===== config.mk =====
export PLATFORM = sky130hd
export DESIGN_NAME = flash_poll_status
export DESIGN_NICKNAME = d
export VERILOG_FILES = /design/src/rtl/flash_poll_pkg.sv /design/src/rtl/poll_ctrl.sv /design/src/rtl/poll_datapath.sv /design/src/rtl/flash_poll_status.sv
export SDC_FILE = /design/constraint.sdc
export NUM_CORES = 1
export LEC_CHECK = 0
export BUFFER_PORTS_ARGS = -buffer_cell sky130_fd_sc_hd__buf_2
export CORE_MARGIN = 2
export CORE_UTILIZATION = 35
export DETAILED_ROUTE_END_ITERATION = 8
export HOLD_SLACK_MARGIN = 0.15
export PLACE_DENSITY = 0.73
export SLEW_MARGIN = 30
export SYNTH_ARGS = -nofsm -noshare
export SYNTH_HDL_FRONTEND = slang
export SYNTH_SLANG_ARGS = --single-unit

===== constraint.sdc =====
create_clock -name clk -period 1.2 [get_ports clk]
set_input_delay 0.12 -clock clk [delete_from_list [all_inputs] [get_ports clk]]
set_output_delay 0.12 -clock clk [all_outputs]
set_load 0.005 [all_outputs]

===== src/rtl/flash_poll_pkg.sv =====
package flash_poll_pkg;
  typedef struct packed {
    logic advBusy;   // flip the operation toggle
    logic advSector; // flip the sector toggle
  } pollStrobe_t;
endpackage


===== src/rtl/poll_ctrl.sv =====
module poll_ctrl
  import flash_poll_pkg::*;
#(
  parameter int ADDR_W       = 16,
  parameter int SECTOR_SHIFT = 8,
  localparam int SECT_W      = ADDR_W - SECTOR_SHIFT
) (
  input  logic              clk,
  input  logic              rst_n,
  input  logic              rdStrobe,
  input  logic [ADDR_W-1:0] rdAddr,
  input  logic [SECT_W-1:0] eraseSector,
  input  logic              progActive,
  input  logic              eraseActive,
  input  logic              eraseSuspended,
  output pollStrobe_t       strobes
);
  logic              strobeQ;
  logic [SECT_W-1:0] sectHold;
  logic              readEnd;
  logic              opBusy;
  logic              erasePending;

  always_ff @(posedge clk) begin
    if (!rst_n) begin
      strobeQ  <= 1'b0;
      sectHold <= '0;
    end else begin
      strobeQ <= rdStrobe;
      if (rdStrobe) sectHold <= rdAddr[ADDR_W-1:SECTOR_SHIFT];
    end
  end

  always_comb begin
    readEnd           = strobeQ && !rdStrobe;
    opBusy            = progActive || eraseActive;
    erasePending      = eraseActive || eraseSuspended;
    strobes.advBusy   = readEnd && opBusy;
    strobes.advSector = readEnd && erasePending && (sectHold == eraseSector);
  end
endmodule


===== src/rtl/poll_datapath.sv =====
module poll_datapath
  import flash_poll_pkg::*;
#(
  parameter int DATA_W = 8
) (
  input  logic              clk,
  input  logic              rst_n,
  input  pollStrobe_t       strobes,
  input  logic              progActive,
  input  logic              eraseActive,
  input  logic              eraseSuspended,
  input  logic              timeoutFlag,
  input  logic              bufAbort,
  input  logic              lastBit7,
  output logic [DATA_W-1:0] statusData,
  output logic              statusValid
);
  logic opTog;
  logic secTog;
  logic [DATA_W-1:0] word;

  always_ff @(posedge clk) begin
    if (!rst_n) begin
      opTog  <= 1'b0;
      secTog <= 1'b0;
    end else begin
      if (strobes.advBusy)   opTog  <= !opTog;
      if (strobes.advSector) secTog <= !secTog;
    end
  end

  always_comb begin
    word = '0;
    if (progActive)       word[7] = !lastBit7;
    else if (eraseActive) word[7] = 1'b0;
    else                  word[7] = 1'b1;
    word[6] = opTog;
    word[5] = timeoutFlag && (progActive || eraseActive);
    word[2] = secTog;
    word[1] = bufAbort && progActive;
    statusValid = progActive || eraseActive || eraseSuspended;
    statusData  = statusValid ? word : '0;
  end
endmodule


===== src/rtl/flash_poll_status.sv =====
module flash_poll_status
  import flash_poll_pkg::*;
#(
  parameter int ADDR_W       = 16,
  parameter int SECTOR_SHIFT = 8,
  localparam int SECT_W      = ADDR_W - SECTOR_SHIFT
) (
  input  logic              clk,
  input  logic              rst_n,
  input  logic              rdStrobe,
  input  logic [ADDR_W-1:0] rdAddr,
  input  logic [SECT_W-1:0] eraseSector,
  input  logic              progActive,
  input  logic              eraseActive,
  input  logic              eraseSuspended,
  input  logic              timeoutFlag,
  input  logic              bufAbort,
  input  logic              lastBit7,
  output logic [7:0]        statusData,
  output logic              statusValid
);
  pollStrobe_t strobes;

  poll_ctrl #(.ADDR_W(ADDR_W), .SECTOR_SHIFT(SECTOR_SHIFT)) ctrl_i (
    .clk(clk), .rst_n(rst_n), .rdStrobe(rdStrobe), .rdAddr(rdAddr),
    .eraseSector(eraseSector), .progActive(progActive),
    .eraseActive(eraseActive), .eraseSuspended(eraseSuspended),
    .strobes(strobes)
  );

  poll_datapath #(.DATA_W(8)) dp_i (
    .clk(clk), .rst_n(rst_n), .strobes(strobes),
    .progActive(progActive), .eraseActive(eraseActive),
    .eraseSuspended(eraseSuspended), .timeoutFlag(timeoutFlag),
    .bufAbort(bufAbort), .lastBit7(lastBit7),
    .statusData(statusData), .statusValid(statusValid)
  );
endmodule


[Word level (Yosys, flattened, before mapping)]
Index checks and enable logic that the tools add are counted.
Storage, ports and cells
  output and inout bits: 9
  bits in registers: 11
  logic and storage cells: 21
  input bits: 33
Operators by class
  eq/ne operators: 1
  reduce and logical (&&, ||, !) cells: 13
  muxes and demuxes: 3
Operators by type and width (number)
  $eq 8x8->1: 1
  $mux 8: 1
  $logic_and 1x1->1: 6
  $logic_not 1->1: 4
  $logic_or 1x1->1: 3
  $mux 1: 2

[Depth between registers and ports, before layout]
Gate-level depths: netlist (run 1).
  word-level depth: 4
  depth in mapped cells: 5
  depth with buffers taken out: 4

[Modules after synthesis]
From an unflattened synthesis (run 1), not the netlist that was laid out.
Unflattened totals
  cells, all modules: 59
  area, all modules: 603.1 um2
Modules (own cells, without submodules)
  poll_ctrl: times used 1, area each 447.9 um2, cells an instance 41, sequential area each 180.2 um2
  poll_datapath: times used 1, area each 155.1 um2, cells an instance 18, sequential area each 40.0 um2

[Worst setup path before layout (run 1)]
OpenSTA, ideal clock, no wires.
  path type: register to register
  start: register ctrl_i.sectHold[3]
  end: register dp_i.secTog
  buffers on the path: 0
  data arrival time: 1.147 ns
  setup slack: -0.017 ns
  period minus slack after synthesis: 1.217 ns
  cell stages (with the launch flop): 5
  setup time: 0.070 ns
  required time: 1.130 ns
  cells stage by stage: dfxtp_1 xnor2_1 nand3_1 or4_1 a21boi_1
Between the ends
  longest elaborated chain between the ends: 2
Ends and longest elaborated chain
  start: declaration: line poll_ctrl.sv:19  | logic [SECT_W-1:0] sectHold;
  start signal: assignment: line poll_ctrl.sv:30  | if (rdStrobe) sectHold <= rdAddr[ADDR_W-1:SECTOR_SHIFT];
  $eq 8x8->1: line poll_ctrl.sv:39  | strobes.advSector = readEnd && erasePending && (sectHold == eraseSector);
  $logic_and 1x1->1: line poll_ctrl.sv:39
  end signal: assignment: line poll_datapath.sv:28  | if (strobes.advSector) secTog <= !secTog;
  end: declaration: line poll_datapath.sv:19  | logic secTog;
Every way passes these cells.
A chain may end at the register's enable or synchronous reset.

[Worst setup path after layout (run 1)]
  start: register ctrl_i.sectHold[2]
  end: register dp_i.secTog
The elaborated chain is that of the path after synthesis.

==> out/summary.txt, run 1 <==
nets: 134
Final Hold Violating Endpoints: 0
max-slew violations: 0
first-pass iteration count of the detailed router: 2
Worst Path Max Fanout: 2
Synth cell types: 20
Initial DRC Count: 4
# rows: 14
R2R Path End: dp_i.secTog$_SDFFE_PN0P_
synth warn: 0
Final Instance Area: 878.3 um^2
Area after DPL: 742.0 um^2
Synth Instances: 59
Min-Delay Endpoint: ctrl_i.sectHold[6]$_SDFFE_PN0P_
Req. time, crit path: 1.41 ns
post-route setup TNS: -0.1186 ns
Post-DRT Antenna Nets: 0
routed length per instance: 10.78 um
final core utilization: 0.5698
CTS tree: done
Hold Crit Start: rst_n
busiest layer in global routing: met2
most frequent cells in the layout: buf_2, mux2i_1, nor2b_1, dlygate4sd3_1
routed vias: 523
Seq/Total Area, Yosys: 0.3753
Hold Crit Class: in2reg
GR met3 Demand/Resource: 0.08000
syn avg cell area: 9.946 um^2
starting density of the core: 0.3807
final period utilization: 1.099
status: finished, violations left
die height: 44.95 um
synthesized area: 586.8 um^2
Area Overhead vs Synth: 49.68%
placer congestion estimate: 0.6611
Clock Latency Late Sink: 0.28 ns
Layout Skew: 0.007850 ns
fill cell total of the finished layout: 145
grt met2 use: 0.2314
failing checks: negative setup slack
Worst R2R Start: ctrl_i.sectHold[2]$_SDFFE_PN0P_
Peak VDD IR: 0.0007617 V
Die X: 44.95 um
Num CTS Buffers: 3
largest net degree at the start of global routing: 12
Seq cells post-synth: 11
cell depth of the worst flop-to-flop path: 4
synth top area cells: dfxtp_1, mux2i_1, xnor2_1, nor2b_1, and2_1
die area: 0.002020 mm^2
CP Launch Type: flop
Peak Freq: 758.4 MHz
n_diodes: 0
total track usage: 0.1478
total wire length: 1.250 mm
unrepaired setup endpoints after global routing: yes
Max H-tree Level: 1
DRC viols: 0
grt ovf: 0
I/O Buffers: 30
clk sink count: 11
Pwr Density: 961.9 mW/mm^2
post-synth top area cell: dfxtp_1
Leakage Power: 0.4102 nW
clock buffer depth: 2
Vias/cell: 4.509
Min-Delay Path Depth: 2
setup ws final: -0.1186 ns
Setup Slack @ Placement: -0.1304 ns
Synth top area share: 0.3753
Core ar.: 0.001541 mm^2
clock-pin slew on the worst setup and hold paths: 0.08 ns
root buf cell: clkbuf_4
final worst path period need: 1.319 ns
initial antenna violation count: 0
first-pass GRT wire length: 2.014 mm
# setup viols final: 1
Worst Path Arrival: 1.53 ns
register-to-register setup slack: -0.12 ns
layout cell share with drive strength beyond 1: 0.4500
I/O Pins: 42
maxcap violations: 0
vias in the first global route: 502
Crit. End Element: flop
crit path kind: reg2reg
GR Util met1: 0.1478
leading cell type in the layout, fill and taps excluded: buf_2
through the flow:
step / hold WS, ns / total power, mW / std cells
floorplan: 0.2732 / 0.4949 / 61
global placement: 0.3747 / 0.5483 / 104
detailed placement: 0.3848 / 0.5535 / 104
CTS: 0.1639 / 0.8507 / 116
global route: 0.1657 / 0.8909 / 116
finish: 0.1616 / 0.8449 / 116
layer usage:
layer | wire length, um | share of wire
met1 | 515 | 0.41
met2 | 560 | 0.45
met3 | 139 | 0.11
met4 | 35 | 0.028
met5 | 0 | 0
flip-flops by register name, summed over array words and instances, names as in the netlist:
signal and count:
ctrl_i.sectHold 8, dp_i.secTog 1, dp_i.opTog 1, ctrl_i.strobeQ 1
worst max path at each step:
stage                                     from                        to  slack [ns]  cells past startpoint
2_1_floorplan  ctrl_i.sectHold[1]$_SDFFE_PN0P_  dp_i.secTog$_SDFFE_PN0P_      0.0004                      4
3_3_place_gp   ctrl_i.sectHold[5]$_SDFFE_PN0P_  dp_i.secTog$_SDFFE_PN0P_       -0.05                      4
3_5_place_dp   ctrl_i.sectHold[2]$_SDFFE_PN0P_  dp_i.secTog$_SDFFE_PN0P_       -0.13                      4
4_1_cts        ctrl_i.sectHold[6]$_SDFFE_PN0P_  dp_i.secTog$_SDFFE_PN0P_       -0.12                      4
5_1_grt        ctrl_i.sectHold[6]$_SDFFE_PN0P_  dp_i.secTog$_SDFFE_PN0P_       -0.21                      4
6_report       ctrl_i.sectHold[2]$_SDFFE_PN0P_  dp_i.secTog$_SDFFE_PN0P_       -0.12                      4
worst max-delay path, cell delays in order (launching register included):
cell	delay, ns
dfxtp_2	0.34
xnor2_2	0.13
nand4_1	0.14
or4_1	0.49
a21boi_1	0.14
report_power, final:
group,switching (mW),internal (mW)
logic,0.0635,0.112
clock network,0.145,0.124
registers,0.0136,0.386
total,0.223,0.622
logic make-up after synthesis:
kind of cell,after synthesis,synth area share
XOR/XNOR,9,0.1343
multiplexers,9,0.1535
AO/OA/AOI/OAI,5,0.05971
AND/OR/NAND/NOR,19,0.2068
flip-flops,11,0.3753
other,1,0.006390
buffers and inverters,5,0.06396
synthesized netlist by cell type:
library cell	n
dfxtp_1	11
nor2b_2	1
nand4_1	1
or3_1	1
o31ai_1	1
a21boi_1	1
nand2b_1	1
o21ai_0	1
clkbuf_1	1
nand3_1	1
mux2i_1	9
and2_1	5
nor2b_1	8
buf_4	3
o21a_1	1
o211ai_1	1
conb_1	1
buf_6	1
or4_1	1
xnor2_1	9
timing repair:
action | CTS | global route
setup endpoints to repair | 1 | 1
hold endpoints to repair | 8 | 0
setup buffers | 0 | 0
gates cloned | 0 | 0
pin swaps | 7 | 2
gates resized for setup | 7 | 1
hold buffers | 8 | 0
layout make-up:
cell class | instances | area, um^2 | share of cell area
clock buffer | 3 | 22.52 | 0.02564
clock inverter | 1 | 5.005 | 0.005698
multi-input combinational | 45 | 359.1 | 0.4088
sequential | 11 | 226.5 | 0.2578
tap | 16 | 20.02 | 0.02279
timing repair buffer | 40 | 245.2 | 0.2792
Power figures use the tool's default switching activity.
==> run 2: changes to the inputs <==
--- a/config.mk
+++ b/config.mk
@@ -11,6 +11,7 @@
 export DETAILED_ROUTE_END_ITERATION = 8
 export HOLD_SLACK_MARGIN = 0.15
 export PLACE_DENSITY = 0.73
+export SETUP_SLACK_MARGIN = 0.02
 export SLEW_MARGIN = 30
 export SYNTH_ARGS = -nofsm -noshare
 export SYNTH_HDL_FRONTEND = slang
==> out/summary.txt, run 2 (synthesis results as in run 1) <==
status: finished, violations left
failing checks: negative setup slack
total wire length: 1.214 mm
Min-Delay Path Depth: 2
initial antenna violation count: 0
Setup Slack @ Placement: -0.07864 ns
grt ovf: 0
# setup viols final: 1
I/O Buffers: 30
I/O Pins: 42
nets: 135
Hold Crit Class: in2reg
placer congestion estimate: 0.6757
register-to-register setup slack: -0.08 ns
unrepaired setup endpoints after global routing: yes
Final Hold Violating Endpoints: 0
Leakage Power: 0.4183 nW
layout cell share with drive strength beyond 1: 0.4851
Largest register FFs: 8
final worst path period need: 1.280 ns
Clock Latency Late Sink: 0.26 ns
starting density of the core: 0.3807
Peak VDD IR: 0.0005169 V
clock buffer depth: 2
Req. time, crit path: 1.40 ns
clock-pin slew on the worst setup and hold paths: 0.07 ns
Worst Path Max Fanout: 2
Num CTS Buffers: 3
n_diodes: 0
Crit. End Element: flop
routed length per instance: 10.38 um
Worst R2R Start: ctrl_i.sectHold[3]$_SDFFE_PN0P_
Worst Path Arrival: 1.48 ns
clk sink count: 11
maxcap violations: 0
Die X: 44.95 um
Area Overhead vs Synth: 53.09%
# rows: 14
Peak Freq: 781.3 MHz
first-pass iteration count of the detailed router: 1
cell depth of the worst flop-to-flop path: 4
Hold Crit Start: rst_n
R2R Path End: dp_i.secTog$_SDFFE_PN0P_
die height: 44.95 um
routed vias: 539
Final HPWL DP: 907.9 um
leading cell type in the layout, fill and taps excluded: buf_2
vias in the first global route: 594
total track usage: 0.1438
largest net degree at the start of global routing: 12
crit path kind: reg2reg
CTS tree: done
CP Launch Type: flop
Initial DRC Count: 0
DRC viols: 0
Layout Skew: 0.0006260 ns
Post-DRT Antenna Nets: 0
Min-Delay Endpoint: ctrl_i.sectHold[2]$_SDFFE_PN0P_
final core utilization: 0.5828
most frequent cells in the layout: buf_2, mux2i_1, nor2b_1, dlygate4sd3_1, dfxtp_2
max-slew violations: 0
Pwr Density: 928.7 mW/mm^2
die area: 0.002020 mm^2
setup ws final: -0.07989 ns
Vias/cell: 4.607
largest reg by FF count: ctrl_i.sectHold
first-pass GRT wire length: 2.152 mm
Max H-tree Level: 1
final period utilization: 1.067
root buf cell: clkbuf_4
Core ar.: 0.001541 mm^2
==> run 2: worst max-delay path by stage <==
stage                               endpoint  slack [ns]  depth (start not counted)                       startpoint
finish              dp_i.secTog$_SDFFE_PN0P_       -0.08                          4  ctrl_i.sectHold[3]$_SDFFE_PN0P_
global route        dp_i.secTog$_SDFFE_PN0P_       -0.17                          4  ctrl_i.sectHold[3]$_SDFFE_PN0P_
CTS                 dp_i.secTog$_SDFFE_PN0P_       -0.06                          4  ctrl_i.sectHold[3]$_SDFFE_PN0P_
detailed placement  dp_i.secTog$_SDFFE_PN0P_       -0.08                          4  ctrl_i.sectHold[2]$_SDFFE_PN0P_
global placement    dp_i.secTog$_SDFFE_PN0P_       -0.03                          4  ctrl_i.sectHold[2]$_SDFFE_PN0P_
floorplan           dp_i.secTog$_SDFFE_PN0P_        0.02                          4  ctrl_i.sectHold[1]$_SDFFE_PN0P_
==> run 2: layout make-up <==
cell class | count | area [um^2]
clock buffer | 4 | 26.28
fill | 152 | 643.1
multi-input combinational | 45 | 370.4
sequential | 11 | 229.0
tap | 16 | 20.02
timing repair buffer | 41 | 252.7
==> run 2: metal layers <==
| metal | share of wire | global-route usage |
|---|---|---|
| met1 | 0.37 | 0.1407 |
| met2 | 0.53 | 0.2771 |
| met3 | 0.091 | 0.03200 |
| met4 | 0.0099 | 0.07059 |
| met5 | 0 | 0 |
==> run 2: power by group <==
group | leakage (nW) | switching, mW | internal [mW]
combinational | 0.310 | 0.0656 | 0.117
clock | 0.0150 | 0.121 | 0.129
sequential | 0.0931 | 0.0142 | 0.388
total | 0.418 | 0.201 | 0.633
==> run 2: worst max-delay path, cell delays in order, from the launching register on <==
cell and delay [ns]:
dfxtp_2 0.33, xnor2_1 0.15, nand3_1 0.11, or4_4 0.51
a21boi_1 0.12
==> run 2: timing repair <==
action,CTS,global route
resized for setup,7,2
cloned,0,0
setup buffers,1,0
pin swaps,5,2
hold buffers,8,0
setup endpoints to repair,1,1
hold endpoints to repair,8,0
==> run 2: per-stage QoR <==
step                total power [mW]  hold slack, ns  instances  cell area (um^2)  setup TNS, ns
floorplan                     0.4960          0.2732         61             598.1              0
global placement              0.5506          0.3771        104             745.7       -0.03488
detailed placement            0.5552          0.3896        104             745.7       -0.07864
CTS                           0.8462          0.1684        117             887.1       -0.06099
global route                  0.8848          0.1904        117             898.4        -0.1658
finish                        0.8343          0.1728        117             898.4       -0.07989
==> run 3: changes to the inputs <==
--- a/config.mk
+++ b/config.mk
@@ -6,11 +6,14 @@
 export NUM_CORES = 1
 export LEC_CHECK = 0
 export BUFFER_PORTS_ARGS = -buffer_cell sky130_fd_sc_hd__buf_2
+export CELL_PAD_IN_SITES_DETAIL_PLACEMENT = 1
+export CELL_PAD_IN_SITES_GLOBAL_PLACEMENT = 2
+export CORE_ASPECT_RATIO = 1.75
 export CORE_MARGIN = 2
-export CORE_UTILIZATION = 35
+export CORE_UTILIZATION = 18
 export DETAILED_ROUTE_END_ITERATION = 8
 export HOLD_SLACK_MARGIN = 0.15
-export PLACE_DENSITY = 0.73
+export PLACE_DENSITY_LB_ADDON = 0.1
 export SETUP_SLACK_MARGIN = 0.02
 export SLEW_MARGIN = 30
 export SYNTH_ARGS = -nofsm -noshare
==> out/summary.txt, run 3 (synthesis results as in run 1) <==
status: finished, violations left
failing checks: negative setup slack
R2R Path End: dp_i.secTog$_SDFFE_PN0P_
Leakage Power: 0.4307 nW
Worst R2R Start: ctrl_i.sectHold[3]$_SDFFE_PN0P_
setup ws final: -0.05949 ns
Die X: 47.16 um
Hold Crit Start: rst_n
Setup Slack @ Placement: -0.07762 ns
Clock Latency Late Sink: 0.24 ns
cell chain of the critical path: xnor2_2, nand3_1, or4_4, a21boi_1
metal3 WL: 82 um
clock-pin slew on the worst setup and hold paths: 0.05 ns
clk sink count: 11
n_diodes: 0
first-pass iteration count of the detailed router: 2
largest reg by FF count: ctrl_i.sectHold
total track usage: 0.09805
CP Launch Type: flop
Pwr Density: 1018 mW/mm^2
Worst Path Arrival: 1.44 ns
layout cell share with drive strength beyond 1: 0.4950
Final HPWL DP: 1.217 mm
largest net degree at the start of global routing: 12
final period utilization: 1.050
initial antenna violation count: 0
Overall Power: 0.9756 mW
Final Instance Area: 958.4 um^2
grt ovf: 0
vias in the first global route: 574
Crit. End Element: flop
CTS tree: done
crit path kind: reg2reg
Crit path largest cell delay: 0.51 ns
Min-Delay Path Depth: 2
DRC viols: 0
Largest register FFs: 8
I/O Pins: 42
# rows: 27
Post-DRT Antenna Nets: 0
Layout Skew: 0.0008470 ns
post-route setup TNS: -0.05949 ns
most frequent cells in the layout: buf_2, mux2i_1, nor2b_1, dlygate4sd3_1, dfxtp_2
# setup viols final: 1
placer congestion estimate: 0.5724
Peak Freq: 794.0 MHz
Max H-tree Level: 1
Final Hold Violating Endpoints: 0
routed vias: 561
Req. time, crit path: 1.38 ns
register-to-register setup slack: -0.06 ns
WL met1: 558 um
unrepaired setup endpoints after global routing: yes
Core ar.: 0.003142 mm^2
nets: 135
Area Overhead vs Synth: 63.33%
Peak VDD IR: 0.0005295 V
Initial DRC Count: 5
fill cell total of the finished layout: 401
die area: 0.003751 mm^2
Num CTS Buffers: 3
first-pass GRT wire length: 2.504 mm
total wire length: 1.526 mm
Worst Path Max Fanout: 2
starting density of the core: 0.1868
Vias/cell: 3.896
Area after DPL: 787.0 um^2
final worst path period need: 1.259 ns
max-slew violations: 0
root buf cell: clkbuf_8
Hold Crit Class: in2reg
Max Used Layer: met4
clock buffer depth: 2
routed length per instance: 10.60 um
Min-Delay Endpoint: ctrl_i.sectHold[3]$_SDFFE_PN0P_
cell depth of the worst flop-to-flop path: 4
DR WL met2: 827 um
maxcap violations: 0
total setup buffers inserted after CTS: 0
CP max stage cell: or4_4
Hold WS: 0.2224 ns
die height: 79.53 um
I/O Buffers: 30
leading cell type in the layout, fill and taps excluded: buf_2
run 3: cell counts in the layout (fill, tap and decap cells not counted):
No cell type changed its count.
run 3: layer usage:
metal / vias up / GRT usage
li1: 273 / -
met4: 0 / 0.07500
met2: 22 / 0.1534
met3: 5 / 0.02036
met1: 261 / 0.1086
met5: - / 0
run 3: area by class of cell:
| class | count | area (um^2) | area share |
|---|---|---|---|
| Multi-Input combinational cell | 45 | 377.9 | 0.3943 |
| Timing Repair Buffer | 41 | 252.7 | 0.2637 |
| Sequential cell | 11 | 229.0 | 0.2389 |
| Tap cell | 43 | 53.80 | 0.05614 |
| Clock buffer | 4 | 45.04 | 0.04700 |
run 3: metrics by stage:
stage,utilization,instances
after floorplan,-,61
after global placement,0.2505,132
after detailed placement,0.2505,132
after CTS,0.2959,144
after global routing,0.3051,144
final,0.3051,144
run 3: critical path: cells and delay by family, from the launching register on:
family           cells  cell delay (ns)
AO/OA/AOI/OAI        1             0.12
flip-flops           1             0.34
AND/OR/NAND/NOR      2             0.62
XOR/XNOR             1             0.11
run 3: timing repair:
item,in CTS,in global routing
pin swaps,3,5
hold endpoints to repair,8,0
hold buffers,8,0
resized for setup,4,6
setup endpoints to repair,1,1
run 3: how the worst max path moves through the flow:
| stage | cells after the start | to | startpoint | slack (ns) |
|---|---|---|---|---|
| CTS | 4 | dp_i.secTog$_SDFFE_PN0P_ | ctrl_i.sectHold[3]$_SDFFE_PN0P_ | -0.08 |
| floorplan | 4 | dp_i.secTog$_SDFFE_PN0P_ | ctrl_i.sectHold[1]$_SDFFE_PN0P_ | 0.02 |
| detailed placement | 4 | dp_i.secTog$_SDFFE_PN0P_ | ctrl_i.sectHold[1]$_SDFFE_PN0P_ | -0.08 |
| finish | 4 | dp_i.secTog$_SDFFE_PN0P_ | ctrl_i.sectHold[3]$_SDFFE_PN0P_ | -0.06 |
| global route | 4 | dp_i.secTog$_SDFFE_PN0P_ | ctrl_i.sectHold[5]$_SDFFE_PN0P_ | -0.13 |
| global placement | 4 | dp_i.secTog$_SDFFE_PN0P_ | ctrl_i.sectHold[0]$_SDFFE_PN0P_ | -0.08 |
run 3: where the power goes:
group | leakage (nW) | switching (mW) | internal, mW
sequential | 0.0931 | 0.0145 | 0.388
clock | 0.0228 | 0.153 | 0.235
combinational | 0.315 | 0.0681 | 0.117
